===== src/rtl/dual_link_splitter.sv =====
module dual_link_splitter (
  input  logic       clk,
  input  logic       rst,
  input  logic       pix_ce,
  input  logic [7:0] r,
  input  logic [7:0] g,
  input  logic [7:0] b,
  input  logic       hs,
  input  logic       vs,
  input  logic       de,
  input  logic       bit_ce,
  output logic [3:0] a_dat,
  output logic       a_lclk,
  output logic [3:0] b_dat,
  output logic       b_lclk
);

  localparam int WORD = 7;
  localparam int NLANE = 4;
  localparam logic [WORD-1:0] CLK_PAT = 7'b1100011;

  typedef logic [NLANE-1:0][WORD-1:0] word_t;

  function automatic word_t pack(input logic [7:0] pr, input logic [7:0] pg,
                                 input logic [7:0] pb, input logic phs,
                                 input logic pvs, input logic pde);
    word_t w;
    w[0] = pr[7:1];
    w[1] = pg[7:1];
    w[2] = {pb[7:4], phs, pvs, pde};
    w[3] = {pr[0], pg[0], pb[3:0], 1'b0};
    return w;
  endfunction

  logic       de_q, ph, run, live, hold_vld;
  logic [2:0] cnt;
  word_t      odd_q, hold_a, hold_b, sh_a, sh_b, even_w;

  wire rise      = pix_ce & de & ~de_q;
  wire pair_done = pix_ce & run & ph & ~rise;
  wire load      = bit_ce & run & (~live | (cnt == 3'd6));
  wire unpaired  = odd_q[2][0] & ~de;
  wire [2:0] bsel = 3'd6 - cnt;

  assign even_w = unpaired ? pack(8'd0, 8'd0, 8'd0, odd_q[2][2], odd_q[2][1], 1'b0)
                           : pack(r, g, b, odd_q[2][2], odd_q[2][1], de);

  always_ff @(posedge clk) begin
    if (rst) begin
      de_q     <= 1'b0;
      ph       <= 1'b0;
      run      <= 1'b0;
      live     <= 1'b0;
      hold_vld <= 1'b0;
      cnt      <= 3'd0;
      odd_q    <= '0;
      hold_a   <= '0;
      hold_b   <= '0;
      sh_a     <= '0;
      sh_b     <= '0;
    end else begin
      if (pix_ce) begin
        de_q <= de;
        if (rise) run <= 1'b1;
        if (run || rise) begin
          if (rise || !ph) begin
            odd_q <= pack(r, g, b, hs, vs, de);
            ph    <= 1'b1;
          end else begin
            hold_a <= odd_q;
            hold_b <= even_w;
            ph     <= 1'b0;
          end
        end
      end
      if (pair_done) hold_vld <= 1'b1;
      else if (load) hold_vld <= 1'b0;
      if (load) begin
        sh_a <= hold_vld ? hold_a : '0;
        sh_b <= hold_vld ? hold_b : '0;
        cnt  <= 3'd0;
        live <= 1'b1;
      end else if (bit_ce && live) begin
        cnt <= cnt + 3'd1;
      end
    end
  end

  for (genvar i = 0; i < NLANE; i++) begin : g_lane
    assign a_dat[i] = live & sh_a[i][bsel];
    assign b_dat[i] = live & sh_b[i][bsel];
  end

  assign a_lclk = live & CLK_PAT[bsel];
  assign b_lclk = live & CLK_PAT[bsel];

  p_quiet_r1: assert property (@(posedge clk) disable iff (rst)
    !run |-> (!live && a_dat == 4'd0 && b_dat == 4'd0));

  p_lclk_edge_r2: assert property (@(posedge clk) disable iff (rst)
    $rose(a_lclk) |-> (cnt == 3'd5 || cnt == 3'd0));

  p_odd_anchor_r3: assert property (@(posedge clk) disable iff (rst)
    rise |=> ph);

  p_no_overrun_r8: assert property (@(posedge clk) disable iff (rst)
    (pair_done && hold_vld) |-> load);

  p_gate_hold_r9: assert property (@(posedge clk) disable iff (rst)
    (live && !bit_ce) |=> ($stable(cnt) && $stable(a_dat) && $stable(b_dat) && $stable(a_lclk)));

endmodule


===== config.mk =====
export PLATFORM = sky130hd
export DESIGN_NAME = dual_link_splitter
export DESIGN_NICKNAME = d
export VERILOG_FILES = /design/src/rtl/dual_link_splitter.sv
export SDC_FILE = /design/constraint.sdc
export NUM_CORES = 1
export LEC_CHECK = 0
export ABC_AREA = 1
export BUFFER_PORTS_ARGS = -buffer_cell sky130_fd_sc_hd__clkbuf_2
export CAP_MARGIN = 25
export CORE_MARGIN = 10
export CORE_UTILIZATION = 60
export DETAILED_ROUTE_END_ITERATION = 6
export MAX_ROUTING_LAYER = met4
export PLACE_DENSITY = 0.83
export SLEW_MARGIN = 20
export SYNTH_ARGS = -nofsm -noshare
export SYNTH_HDL_FRONTEND = slang
export SYNTH_SLANG_ARGS = --single-unit

===== constraint.sdc =====
create_clock -name clk -period 2.9 [get_ports clk]
set_input_delay 0.58 -clock clk [delete_from_list [all_inputs] [get_ports clk]]
set_output_delay 0.58 -clock clk [all_outputs]
set_load 0.01 [all_outputs]

==> run_results.csv <==
group,metric,value,unit
critical_path,regToRegStartpoint,"ph",
routing,drc,0,
global_route,grt_antenna_before_repair,0,
power,worst_ir_drop_vdd,0.437,mV
layout,layout.filler_cells,801,
clocking,clk_path_buf_depth,2,
global_route,grtUsageTotal,20.3,%
layout,post_route_cells_drive_above_1_share,11.7,%
synth,synth_area_leaders,"sky130_fd_sc_hd__dfxtp_1, sky130_fd_sc_hd__nand3_1, sky130_fd_sc_hd__nor2_1",
layout,layout.nets,857,
sta,skew,0.00504,ns
clocking,cts_tree,"built",
synth,synth_fp_nets,848,
clocking,clkTransAtPathRegs,0.06,ns
synth,synthSimpleGateAreaFrac,28.1,%
sta,final_setup_viols,0,
routing,drt_pass1_iterations,6,
synth,synth_common_cells,"sky130_fd_sc_hd__nor2_1, sky130_fd_sc_hd__nand2_1, sky130_fd_sc_hd__dfxtp_1",
routing,route.antenna.remaining_nets,0,
synth,synth_edf_count,0,
flow_run,max-cap-violations,0,
critical_path,reg2reg_slack,0.79,ns
synth,synth.mux.area_fraction,0.170,%
critical_path,cpMaxStageDelayCell,"sky130_fd_sc_hd__dfxtp_2",
critical_path,setup.worst_path.end_class,"output port",
synth,synth_adder_area_share,0.426,%
critical_path,required_time_of_the_worst_setup_path,2.32,ns
place,gpl.final_weighted_congestion,0.903,
floorplan,fp.dieArea,14200,um^2
clocking,h-tree-depth,4,
floorplan,die_w,119,um
synth,yosys_synthesis_warning_count,0,
critical_path,critPathCapture,"a_dat[3]",
sta,tightest_slew,0.993,ns
routing,num_vias,5361,
global_route,grt_remaining_overflow,0,
critical_path,crit_start,"cnt[0]",
global_route,pin_count_of_the_biggest_net_entering_global_routing,65,
floorplan,num_io_pins,41,
layout,area.growth.synth_to_final,13.5,%
layout,multi_input_comb_area,2540,um^2
critical_path,critPathKind,"register to output port",
synth,dominant_combinational_cell_family_by_area_after_synthesis,"simple AND/OR/NAND/NOR gates",
place,port_buffers,40,
sta,timing.max_slew.rel_slack,33.5,%
layout,stdcell_count,969,
routing,drt_wl_total,14200,um
critical_path,critPathMaxFanout,16,
layout,antennaDiodeCount,0,
synth,synth_cell_types,25,
routing,wire_per_inst,14.7,um
routing,vias_per_cell,5.53,
routing,initial_drc_count,514,
synth,post_synth_xor_area_fraction,0,%
hold_path,hold_class,"input pin to register",
place,numPlacedInstances,937,
clocking,numClockSinks,139,
global_route,grt_pass1_vias,4848,
clocking,clock_network_latency_to_the_later_pin_of_the_worst_skew_pair,0.52,ns
synth,most_common_cell_in_the_synthesized_netlist,"sky130_fd_sc_hd__nor2_1",
synth,synth_top_cell_by_area,"sky130_fd_sc_hd__dfxtp_1",
sta,timing.final.max_slew_violations,0,
global_route,grt_pass1_wl,23400,um
sta,rsz_0062_raised_after_global_routing,"false",
clocking,cts_made_buffers,17,
sta,max_clock_freq,0.373,GHz
synth,synthesis.area,5880,um^2
synth,seq_area_frac_synth,47.4,%
sta,report.final.hold_viol_count,0,
synth,syn-instance-count,815,
layout,seq_area,2780,um^2
sta,final_cycle_share,92.4,%
synth,number_of_synthesized_register_bits,139,
critical_path,crit-reg2reg-capture,"hold_a[12]",
power,power.leakage,2.67,nW
floorplan,num_rows,36,
critical_path,critical_path.startpoint_type,"register",
critical_path,critical_path.max_stage_delay,0.34,ns
floorplan,fp.coreArea,9640,um^2
synth,synth-async-reset-ratio,0,%
synth,syn-mean-instance-area,7.21,um^2
floorplan,die_h,119,um
synth,post-synth-top-area-fraction,47.4,%
synth,synthFlopType,"sky130_fd_sc_hd__dfxtp_1",
run_status,run_status,"finished clean",
power,p_per_area,665,nW/um^2
synth,synth_compound_area_share,14.1,%
critical_path,ff2ff_path_depth,6,
sta,setup_total_negative_slack,0,ns
place,final_hpwl_dp,9390,um
critical_path,arrival,2.10,ns
sta,min_period,2.68,ns
critical_path,timing.critical_path.cells,"inv_1 -> ha_1 -> buf_6 -> clkinvlp_4 -> buf_6 -> nor2_1 -> o21ai_0 -> nand2_1 -> nand2_1 -> nor2_1 -> clkbuf_2",
floorplan,initial_utilization,61.0,%
clocking,cts-root-buf,"sky130_fd_sc_hd__clkbuf_8",
-- cell families (layout without fill, tap and decap cells) --
family          Yosys count  count (layout)
buf+inv                 126             147
compound gates          148             148
flops                   139             139
mux                       1               1
simple gates            399             399
fa+ha+maj                 2               2
-- metrics by stage --
stage                     instance area [um^2]  hold WS (ns)  util, %  power, mW  setup WS (ns)
after floorplan                           5880         0.448        -       2.22          0.379
after global placement                    6030         0.458     62.6       2.28          0.607
after detailed placement                  6030         0.462     62.6       2.29          0.505
after CTS                                 6640         0.280     68.8       4.44          0.101
after global routing                      6670         0.312     69.2       4.57         0.0454
final                                     6670         0.295     69.2       4.43          0.221
-- critical path: cells and delay by family (launching register included) --
family,cells,cell delay (ns)
buf+inv,5,0.56
flops,1,0.34
simple gates,4,0.31
fa+ha+maj,1,0.28
compound gates,1,0.08
-- area by class of cell --
class,count,area share [%]
tap,133,2.50
clock inverter,11,2.16
sequential,139,41.7
multi-input combinational,550,38.0
clock buffer,20,6.83
timing repair buffer,55,5.23
inverter,61,3.51
-- timing repair --
action,4_1_cts,5_1_grt
pin swaps,0,0
setup endpoints to repair,7,10
gates resized for setup,2,7
gates cloned,0,0
hold buffers,0,0
buffers inserted,0,1
-- per-layer routing --
layer	track usage, %	vias to the layer above	share of wire, %
met5	-	-	0
met4	5.88	0	1.3
met3	5.24	19	6.5
met2	29.3	213	45
met1	27.4	2456	47
li1	-	2673	-
-- worst min-delay path by stage --
stage / to / slack, ns / start / cells after the start
floorplan: sh_a[24] / 0.45 / sh_a[24] / 2
global placement: sh_a[7] / 0.46 / sh_a[7] / 2
detailed placement: sh_a[7] / 0.46 / sh_a[7] / 2
CTS: odd_q[16] / 0.28 / hs / 3
global route: odd_q[20] / 0.31 / b[7] / 3
finish: odd_q[16] / 0.29 / hs / 3
-- flip-flops by register name, indices dropped and copies added, names as in the netlist --
signal,cells
hold_a,27
odd_q,27
hold_vld,1
sh_a,27
run,1
de_q,1
live,1
cnt,3
ph,1
hold_b,25
sh_b,25
-- where the power goes --
group / switching [mW] / internal (mW) / leakage (nW)
sequential: 0.0379 / 1.96 / 1.13
clock: 0.800 / 1.37 / 0.285
combinational: 0.178 / 0.0905 / 1.26
total: 1.02 / 3.42 / 2.67
-- cell usage in the layout (no fill, tap or decap), types with 5 or more instances in the layout --
cell type	n
sky130_fd_sc_hd__clkinvlp_4	5
sky130_fd_sc_hd__o22ai_1	28
sky130_fd_sc_hd__nand2_1	140
sky130_fd_sc_hd__o21ai_1	9
sky130_fd_sc_hd__nand3_1	108
sky130_fd_sc_hd__clkbuf_2	40
sky130_fd_sc_hd__a21oi_1	37
sky130_fd_sc_hd__inv_1	57
sky130_fd_sc_hd__nor2_1	144
sky130_fd_sc_hd__o211ai_1	16
sky130_fd_sc_hd__dfxtp_1	138
sky130_fd_sc_hd__buf_4	10
sky130_fd_sc_hd__clkbuf_16	16
sky130_fd_sc_hd__o21ai_0	56
Note: power is estimated with default switching activity, not from simulation.
